## src/rtl/gpio_irq_pkg.sv

```systemverilog
package gpio_irq_pkg;

    localparam int GRP_W     = 3;
    localparam int WORD_PINS = 32;

    typedef enum logic [2:0] {
        MODE_IN     = 3'd0,
        MODE_OUT    = 3'd1,
        MODE_LVL_HI = 3'd2,
        MODE_LVL_LO = 3'd3,
        MODE_RISE   = 3'd4,
        MODE_FALL   = 3'd5,
        MODE_BOTH   = 3'd6,
        MODE_OFF    = 3'd7
    } pin_mode_e;

    typedef struct packed {
        logic [GRP_W-1:0] grp;
        logic             ie;
        logic [1:0]       alt;
        pin_mode_e        mode;
        logic             dout;
    } pin_cfg_t;

    function automatic pin_cfg_t cfg_from_word(input logic [31:0] w);
        pin_cfg_t c;
        c.dout = w[0];
        c.mode = pin_mode_e'(w[3:1]);
        c.alt  = w[6:5];
        c.ie   = w[9];
        c.grp  = w[18:16];
        return c;
    endfunction

    function automatic logic [31:0] cfg_to_word(input pin_cfg_t c, input logic lvl);
        logic [31:0] w;
        w        = '0;
        w[0]     = lvl;
        w[3:1]   = c.mode;
        w[6:5]   = c.alt;
        w[9]     = c.ie;
        w[18:16] = c.grp;
        return w;
    endfunction

endpackage

```

## src/rtl/gpio_cfg_bank.sv

```systemverilog
module gpio_cfg_bank
    import gpio_irq_pkg::*;
#(
    parameter int NUM_PINS = 64,
    localparam int IDX_W = (NUM_PINS > 1) ? $clog2(NUM_PINS) : 1
) (
    input  logic                     clk,
    input  logic                     rst_n,
    input  logic                     wr_hit,
    input  logic [IDX_W-1:0]         wr_idx,
    input  logic [31:0]              wr_word,
    output pin_cfg_t [NUM_PINS-1:0]  cfg
);

    for (genvar p = 0; p < NUM_PINS; p++) begin : g_pin
        always_ff @(posedge clk or negedge rst_n) begin
            if (!rst_n) begin
                cfg[p] <= '0;
            end else if (wr_hit && (wr_idx == IDX_W'(p))) begin
                cfg[p] <= cfg_from_word(wr_word);
            end
        end
    end

endmodule

```

## src/rtl/gpio_pin_detect.sv

```systemverilog
module gpio_pin_detect
    import gpio_irq_pkg::*;
(
    input  logic      clk,
    input  logic      rst_n,
    input  logic      pin_raw,
    input  pin_mode_e mode,
    output logic      lvl,
    output logic      evt
);

    logic meta;
    logic prev;
    logic rise;
    logic fall;

    // two-flop synchroniser plus one history flop for edge detection
    always_ff @(posedge clk or negedge rst_n) begin
        if (!rst_n) begin
            meta <= 1'b0;
            lvl  <= 1'b0;
            prev <= 1'b0;
        end else begin
            meta <= pin_raw;
            lvl  <= meta;
            prev <= lvl;
        end
    end

    assign rise = lvl & ~prev;
    assign fall = ~lvl & prev;

    always_comb begin
        evt = 1'b0;
        unique case (mode)
            MODE_LVL_HI: evt = lvl;
            MODE_LVL_LO: evt = ~lvl;
            MODE_RISE:   evt = rise;
            MODE_FALL:   evt = fall;
            MODE_BOTH:   evt = rise | fall;
            MODE_IN, MODE_OUT, MODE_OFF: evt = 1'b0;
            default:     evt = 1'b0;
        endcase
    end

endmodule

```

## src/rtl/gpio_pend_bank.sv

```systemverilog
module gpio_pend_bank
    import gpio_irq_pkg::*;
#(
    parameter int NUM_PINS   = 64,
    parameter int NUM_GROUPS = 8
) (
    input  logic                             clk,
    input  logic                             rst_n,
    input  logic [NUM_PINS-1:0]              evt,
    input  logic [NUM_PINS-1:0]              clr,
    input  logic [NUM_PINS-1:0][GRP_W-1:0]   grp,
    output logic [NUM_PINS-1:0]              pend,
    output logic [NUM_GROUPS-1:0]            irq
);

    // clear wins over a same-cycle event
    always_ff @(posedge clk or negedge rst_n) begin
        if (!rst_n) begin
            pend <= '0;
        end else begin
            pend <= (pend | evt) & ~clr;
        end
    end

    for (genvar g = 0; g < NUM_GROUPS; g++) begin : g_grp
        logic [NUM_PINS-1:0] memb;
        for (genvar p = 0; p < NUM_PINS; p++) begin : g_memb
            assign memb[p] = (32'(grp[p]) == g);
        end
        assign irq[g] = |(pend & memb);
    end

endmodule

```

## src/rtl/gpio_irq_ctrl.sv

```systemverilog
module gpio_irq_ctrl
    import gpio_irq_pkg::*;
#(
    parameter int NUM_PINS    = 64,
    parameter int NUM_GROUPS  = 8,
    parameter int ADDR_W      = 12,
    parameter int STATUS_BASE = 'h800
) (
    input  logic                    clk,
    input  logic                    rst_n,
    input  logic                    wr_en,
    input  logic [ADDR_W-1:0]       addr,
    input  logic [31:0]             wdata,
    output logic [31:0]             rdata,
    input  logic [NUM_PINS-1:0]     pin_in,
    output logic [NUM_PINS-1:0]     pin_out,
    output logic [NUM_PINS-1:0]     pin_oe,
    output logic [NUM_PINS-1:0]     pin_ie,
    output logic [2*NUM_PINS-1:0]   pin_alt,
    output logic [NUM_GROUPS-1:0]   irq
);

    localparam int IDX_W     = (NUM_PINS > 1) ? $clog2(NUM_PINS) : 1;
    localparam int NUM_WORDS = (NUM_PINS + WORD_PINS - 1) / WORD_PINS;
    localparam int WORD_W    = (NUM_WORDS > 1) ? $clog2(NUM_WORDS) : 1;
    localparam int GSEL_W    = ADDR_W - 6;

    pin_cfg_t [NUM_PINS-1:0]            cfg;
    logic [NUM_PINS-1:0][GRP_W-1:0]     grp;
    logic [NUM_PINS-1:0]                lvl;
    logic [NUM_PINS-1:0]                evt;
    logic [NUM_PINS-1:0]                pend;
    logic [NUM_PINS-1:0]                clr_vec;
    logic [NUM_WORDS*WORD_PINS-1:0]     stat_vec;

    // address decode
    logic                cfg_sel;
    logic [IDX_W-1:0]    cfg_idx;
    logic                stat_sel;
    logic [ADDR_W-1:0]   stat_off;
    logic [GSEL_W-1:0]   g_sel;
    logic [3:0]          w_sel;
    logic [WORD_W-1:0]   w_idx;

    assign cfg_sel  = (32'(addr) < NUM_PINS * 4) && (addr[1:0] == 2'b00);
    assign cfg_idx  = addr[IDX_W+1:2];
    assign stat_off = addr - ADDR_W'(STATUS_BASE);
    assign g_sel    = stat_off[ADDR_W-1:6];
    assign w_sel    = stat_off[5:2];
    assign w_idx    = w_sel[WORD_W-1:0];
    assign stat_sel = (32'(addr) >= STATUS_BASE) && (stat_off[1:0] == 2'b00) &&
                      (32'(g_sel) < NUM_GROUPS) && (32'(w_sel) < NUM_WORDS);

    gpio_cfg_bank #(.NUM_PINS(NUM_PINS)) cfg_i (
        .clk     (clk),
        .rst_n   (rst_n),
        .wr_hit  (wr_en && cfg_sel),
        .wr_idx  (cfg_idx),
        .wr_word (wdata),
        .cfg     (cfg)
    );

    for (genvar p = 0; p < NUM_PINS; p++) begin : g_pin
        gpio_pin_detect det_i (
            .clk     (clk),
            .rst_n   (rst_n),
            .pin_raw (pin_in[p]),
            .mode    (cfg[p].mode),
            .lvl     (lvl[p]),
            .evt     (evt[p])
        );

        logic in_sel;
        assign in_sel = stat_sel && (32'(cfg[p].grp) == 32'(g_sel)) &&
                        (32'(w_sel) == p / WORD_PINS);

        assign grp[p]           = cfg[p].grp;
        assign clr_vec[p]       = wr_en && in_sel && wdata[p % WORD_PINS];
        assign stat_vec[p]      = pend[p] && in_sel;
        assign pin_out[p]       = cfg[p].dout;
        assign pin_oe[p]        = (cfg[p].mode == MODE_OUT);
        assign pin_ie[p]        = cfg[p].ie;
        assign pin_alt[2*p +: 2] = cfg[p].alt;
    end

    for (genvar p = NUM_PINS; p < NUM_WORDS * WORD_PINS; p++) begin : g_pad
        assign stat_vec[p] = 1'b0;
    end

    gpio_pend_bank #(.NUM_PINS(NUM_PINS), .NUM_GROUPS(NUM_GROUPS)) pend_i (
        .clk   (clk),
        .rst_n (rst_n),
        .evt   (evt),
        .clr   (clr_vec),
        .grp   (grp),
        .pend  (pend),
        .irq   (irq)
    );

    always_comb begin
        if (cfg_sel) begin
            rdata = cfg_to_word(cfg[cfg_idx], lvl[cfg_idx]);
        end else if (stat_sel) begin
            rdata = stat_vec[32'(w_idx) * WORD_PINS +: WORD_PINS];
        end else begin
            rdata = '0;
        end
    end

endmodule

```

## config.mk

```make
export PLATFORM = sky130hd
export DESIGN_NAME = gpio_irq_ctrl
export DESIGN_NICKNAME = d
export VERILOG_FILES = /design/src/rtl/gpio_irq_pkg.sv /design/src/rtl/gpio_cfg_bank.sv /design/src/rtl/gpio_pin_detect.sv /design/src/rtl/gpio_pend_bank.sv /design/src/rtl/gpio_irq_ctrl.sv
export SDC_FILE = /design/constraint.sdc
export NUM_CORES = 2
export LEC_CHECK = 0
export CAP_MARGIN = 20
export CORE_MARGIN = 5
export CORE_UTILIZATION = 60
export DETAILED_ROUTE_END_ITERATION = 10
export DONT_BUFFER_PORTS = 1
export PLACE_DENSITY = 0.78
export SLEW_MARGIN = 20
export SYNTH_ARGS = -nofsm -noshare
export SYNTH_HDL_FRONTEND = slang
export SYNTH_SLANG_ARGS = --single-unit
```

## constraint.sdc

```tcl
create_clock -name clk -period 3.6 [get_ports clk]
set_clock_uncertainty 0.05 [all_clocks]
set_input_delay 0.54 -clock clk [delete_from_list [all_inputs] [get_ports clk]]
set_output_delay 0.54 -clock clk [all_outputs]
set_load 0.02 [all_outputs]
```

Yosys cells after proc, flatten, opt, wreduce, memory -nomap -nowiden
Cells that the tools add are included.
Operators by class
  add/sub/neg operators: 1
  order comparisons: 5
  equal/unequal tests: 1024
  shift operators: 1
  mux-type cells: 70
  bitwise gates (word level): 331
  reduce and logical (&&, ||, !) cells: 593
Operator list (number)
  == test 3 bit (second input constant): 512
  == test 3 x 2 -> 1 bit (second input constant): 256
  AND 64 bit: 9
  OR reduction 64 bit: 8
  logical AND 1 bit: 389
  == test 3 x 1 -> 1 bit (second input constant): 128
  == test 3 x 6 -> 1 bit: 64
  logical NOT 3 bit: 128
  one-hot mux 1 bit (6 select lines): 64
  == test 6 bit (second input constant): 32
  OR reduction 3 bit: 64
  AND 1 bit: 128
  NOT 1 bit: 128
  == test 6 x 5 -> 1 bit (second input constant): 16
  two-way mux 32 bit: 2
  NOT 64 bit: 1
  bitwise OR 1 bit: 64
  bitwise OR 64 bit: 1
  variable part select 64 x 7 -> 32 bit: 1
  binary-select mux 10 bit (select 6 bit): 1
  == test 6 x 4 -> 1 bit (second input constant): 8
  == test 6 x 3 -> 1 bit (second input constant): 4
  == test 6 x 2 -> 1 bit (second input constant): 2
  >= comparator 12 bit (second input constant): 1
  other kinds (13): 14
Word-level totals
  register bits after elaboration: 896
  input port bits: 111
  logic and storage cells: 2538

Logic depth before layout (Yosys ltp)
  word-level depth: 11
  depth in mapped cells: 10

Modules after synthesis
A second synthesis with hierarchy kept.
Unflattened totals
  cells, all modules: 4278
  area, all modules: 50402.1 µm²
By module, submodules not included
  gpio_cfg_bank: instances 1, cells each 1456, area an instance 24263.3 µm²
  gpio_pin_detect: instances 64, cells each 14, area an instance 151.4 µm²
  gpio_irq_ctrl: instances 1, cells each 954, area an instance 8700.8 µm²
  gpio_pend_bank: instances 1, cells each 972, area an instance 7748.7 µm²

Worst setup path after synthesis
OpenSTA, ideal clock, no wires.
  kind: input to output
  from: input port addr[4]
  to: output port rdata[6]
  data arrival time: 2520 ps
  path slack: 490 ps
  stages on the path: 9
  buffers on the path: 4
  cell sequence: buf_4 buf_4 buf_2 buf_1 mux4_2 a22oi_1 a21oi_1 nor4_1 o21ai_0
Between the ends
  word-level cells in the longest chain between the ends: 10
  elaborated cells between the ends (all ways): 24
  classes of those cells: add/sub: 1; order compare: 4; eq/ne: 3; shift: 1; mux: 4; reduce/logical: 11
RTL lines
  from (decl): line gpio_irq_ctrl.sv:12  | input logic [ADDR_W-1:0] addr,
  subtractor 12 bit / >= comparator 12 bit (equally long branches): line gpio_irq_ctrl.sv:47, gpio_irq_ctrl.sv:51
  less-than comparator 6 x 4 -> 1 bit / logical AND 1 bit (equally long branches): line gpio_irq_ctrl.sv:52, gpio_irq_ctrl.sv:51
  logical AND 1 bit: line gpio_irq_ctrl.sv:51  | assign stat_sel = (32'(addr) >= STATUS_BASE) && (stat_off[1:0] == 2'b00) &&
  logical AND 1 bit: line gpio_irq_ctrl.sv:52  | (32'(g_sel) < NUM_GROUPS) && (32'(w_sel) < NUM_WORDS);
  logical AND 1 bit (2 in series): line gpio_irq_ctrl.sv:74  | assign in_sel = stat_sel && (32'(cfg[p].grp) == 32'(g_sel)) &&
  logical AND 1 bit: line gpio_irq_ctrl.sv:79  | assign stat_vec[p] = pend[p] && in_sel;
  variable part select 64 x 7 -> 32 bit: line gpio_irq_ctrl.sv:104  | rdata = stat_vec[32'(w_idx) * WORD_PINS +: WORD_PINS];
  two-way mux 32 bit: line gpio_irq_ctrl.sv:103  | end else if (stat_sel) begin
  two-way mux 32 bit *: line gpio_irq_ctrl.sv:101  | if (cfg_sel) begin
  to (decl): line gpio_irq_ctrl.sv:14  | output logic [31:0] rdata,
Every way passes the cells marked *; elsewhere a longest branch is shown, timed or not. The select of a mux whose other input is x is not followed.

Final worst setup path
  from: input port addr[3]
  to: output port rdata[2]
Same word-level chain as after synthesis.

==> run metrics <==
status=finished, violations left; failing checks=setup timing; min cycle time layout=4380 ps; mapped cell area=0.0532 mm2; asr flop ratio synth=100%; Clk pwr share=47.1%; first-pass GRT wire length=336000 um; worst rel slew slack=2.42%; Power Total=22.3 mW; RSZ-0062 raised after global routing=yes; die height=308 um; NetSw=5.48 mW; GRT overflow=0; post-synthesis cell count=4636; Seq/Total Area, Yosys=42.2%; switching share of total power=24.5%; largest net degree at the start of global routing=897; Slew Viols, Final=0; CP startpoint kind=input pin; Clk Latency, worst-skew pair=710 ps; Residual DRC=0; fmax=0.228 GHz; fill cell count=6102; number of synthesized flops with an enable pin=0; Avg Cell Area, Syn=11.5 um2; clk buf depth=3; M3 GR Usage=20.1%; Reg clk slew, reported paths=60 ps; gp weighted congestion=1.09; via count=43700; P_leak=27.3 nW; Yosys reg bits=896; WS Path Type=input pin to primary output; CP required=3010 ps; Detailed Route Iter0 Violations=6500; peak supply drop=709 uV; area grow syn2layout=12.6%; core area=0.0881 mm2; Gate power share=6.4%; dpl cells=5475; largest fanout on the critical path=210; final worst setup slack=-780 ps; clk root buf=clkbuf_16; syn nets=4875; Port Buf Inserts=0; post-synth cell types=77; period utilization=122%; critical path arrival=3790 ps; routed length per instance=41.5 um; Pre-antenna DRT Iters=7; final net count=4810; DRT antenna net count=0; final core utilization=67.9%; CTS buffer count=93; Flop pwr share=46.5%; Cell Rows=109; Synth warnings=0; Synth Flop Type=dfrtp_1; CP Capture Type=primary output; busiest grt layer=met2; hpwl dp=166000 um; GRT Total Usage=49.8%; Final setup viols=37; H-tree depth=3; Starting Density=60.3%; vias per cell=7.49; Pwr Density=373 mW/mm2; Cell Count, Final, Fillers Out=5835; CTS Sinks=896; Worst-Margin Slew=1460 ps; Int Pwr=16.8 mW; vias in the first global route=42200; final WL=242000 um; Hold Crit Class=input pin to flop; Hold Fails Final Rpt=0; Max Cap Viol=0; GRT met1 Usage=64.1%; Die ar.=0.0946 mm2; initial antenna violation count=26; CTS tree=built; fraction of layout cells with a size suffix above 1=32.9%; hold_ws=64.5 ps; M2 GR Usage=72.0%; # IOs=471; Die W=308 um
-- repair_timing --
action,CTS,global route
endpoints found under the hold margin,1608,289
setup endpoints to repair,14,38
pin swaps,19,21
hold buffers,111,3
resized for setup,112,45
buffers inserted,45,4
-- registers in the layout, summed over array words and instances, names as in the netlist --
name              flops
pend_i.pend          64
g_pin.det_i.lvl      64
cfg_i.cfg           640
g_pin.det_i.meta     64
g_pin.det_i.prev     64
-- cells in the mapped netlist (all sizes together) (4+ instances only) --
| cell | count | share of area, % |
|---|---|---|
| dfrtp | 896 | 42 |
| mux2 | 642 | 14 |
| buf | 355 | 4.8 |
| clkbuf | 324 | 2.3 |
| xor2 | 255 | 4.2 |
| nand4b | 168 | 2.8 |
| nor2 | 143 | 1.7 |
| a21oi | 141 | 1.3 |
| inv | 141 | 1.0 |
| nor4bb | 136 | 2.6 |
| nand4 | 133 | 1.6 |
| ha | 128 | 3.0 |
| nand3 | 126 | 1.4 |
| mux4 | 120 | 5.1 |
| nand2 | 110 | 0.79 |
| nor4 | 97 | 1.2 |
| a31oi | 93 | 1.1 |
| mux2i | 90 | 1.7 |
| a22oi | 84 | 1.2 |
| nor3b | 68 | 0.96 |
| nand3b | 65 | 0.92 |
| o211ai | 63 | 0.89 |
| nor4b | 56 | 0.95 |
| nor3 | 34 | 0.34 |
| a22o | 24 | 0.40 |
| nor2b | 17 | 0.20 |
| o21ai | 13 | 0.12 |
| and3 | 12 | 0.14 |
| nand2b | 9 | 0.11 |
| or4 | 9 | 0.13 |
| o2111ai | 7 | 0.12 |
| o311ai | 7 | 0.12 |
| a21o | 6 | 0.085 |
| a2111oi | 5 | 0.12 |
| and2 | 5 | 0.059 |
| o221ai | 5 | 0.082 |
| a221oi | 4 | 0.066 |
| and4b | 4 | 0.075 |
| o31a | 4 | 0.066 |
| or3 | 4 | 0.047 |
| or4b | 4 | 0.075 |
-- worst max-delay path, stage by stage --
cell,delay (ps)
mux4_2,1050
a22oi_2,240
nand4_1,530
buf_4,360
a211o_4,370
-- stage by stage --
step	setup WS [ps]	setup TNS, ps	area [um2]
global route	-318	-3000	59800
CTS	-44.0	-72.6	59400
detailed placement	64.3	0	54100
global placement	46.5	0	54100
finish	-780	-10350	59800
floorplan	490	0	53200
-- cell type report --
| type | count | area, um2 | area share (%) |
|---|---|---|---|
| clock inverters | 42 | 618 | 1.03 |
| inverters | 141 | 529 | 0.885 |
| flip-flops and latches | 896 | 22500 | 37.6 |
| clock buffers | 126 | 2670 | 4.47 |
| diodes | 26 | 65.1 | 0.109 |
| well taps | 1165 | 1460 | 2.44 |
| repair buffers | 519 | 5150 | 8.61 |
| multi-input cells | 2920 | 26800 | 44.8 |
-- kinds of logic after synthesis --
| family | Yosys count | synth area share (%) |
|---|---|---|
| AND/OR/NAND/NOR | 1210 | 16.1 |
| flip-flops | 896 | 42.2 |
| multiplexers | 852 | 20.4 |
| buffers and inverters | 820 | 8.10 |
| AO/OA/AOI/OAI | 474 | 5.98 |
| XOR/XNOR | 256 | 4.22 |
| adder cells (fa/ha/maj) | 128 | 3.01 |
-- cell usage in the layout, fill, tap and decap left out, types with 18 or more instances in the layout --
cell type / count
dlygate4sd3_1: 100
clkbuf_8: 20
a31oi_1: 86
nor4b_1: 52
ha_1: 128
nor3b_1: 68
nand3b_1: 65
mux4_2: 117
nand2_1: 108
nand3_2: 18
mux2_2: 627
nor2_1: 103
xor2_1: 255
buf_16: 18
nand3_1: 107
nand4_1: 133
o211ai_1: 63
nor4_1: 84
mux2i_1: 88
diode_2: 26
buf_12: 49
a22oi_1: 72
nor4bb_1: 134
inv_1: 141
nor3_1: 31
nand4b_1: 168
dfrtp_2: 75
nor2_4: 24
clkbuf_16: 94
a21oi_1: 137
dfrtp_1: 821
buf_4: 343
a22o_1: 22
-- power groups by stage --
stage          logic (mW)  clock network [mW]  registers, mW
3_5_place_dp        0.764                   0           10.6
6_report             1.43                10.5           10.4
4_1_cts              1.13                10.5           10.4
3_3_place_gp        0.734                   0           10.6
5_1_grt              1.49                10.9           10.4
2_1_floorplan       0.814                   0           10.5
-- path summary, 6_finish.rpt --
kind	depth (start not counted)	startpoint	slack (ps)	to
max in group asynchronous	5	rst_n	620	cfg_i.cfg[61]
hold reg to reg	0	g_pin[58].det_i.meta	290	g_pin[58].det_i.lvl
min in group asynchronous	3	rst_n	620	pend_i.pend[63]
setup reg to reg	7	g_pin[63].det_i.lvl	1010	pend_i.pend[63]
hold / removal	3	wr_en	60	pend_i.pend[25]
setup / recovery	5	addr[3]	-780	rdata[2]
-- per-layer routing --
layer  wire [um]  share of wire (%)  vias to the layer above
met5         146              0.060                        -
met4       19400                8.0                       14
met3       33500                 14                      896
met2      101000                 42                     3575
met1       87500                 36                    22400
li1            -                  -                    16900
Note: power is estimated with default switching activity, not from simulation.
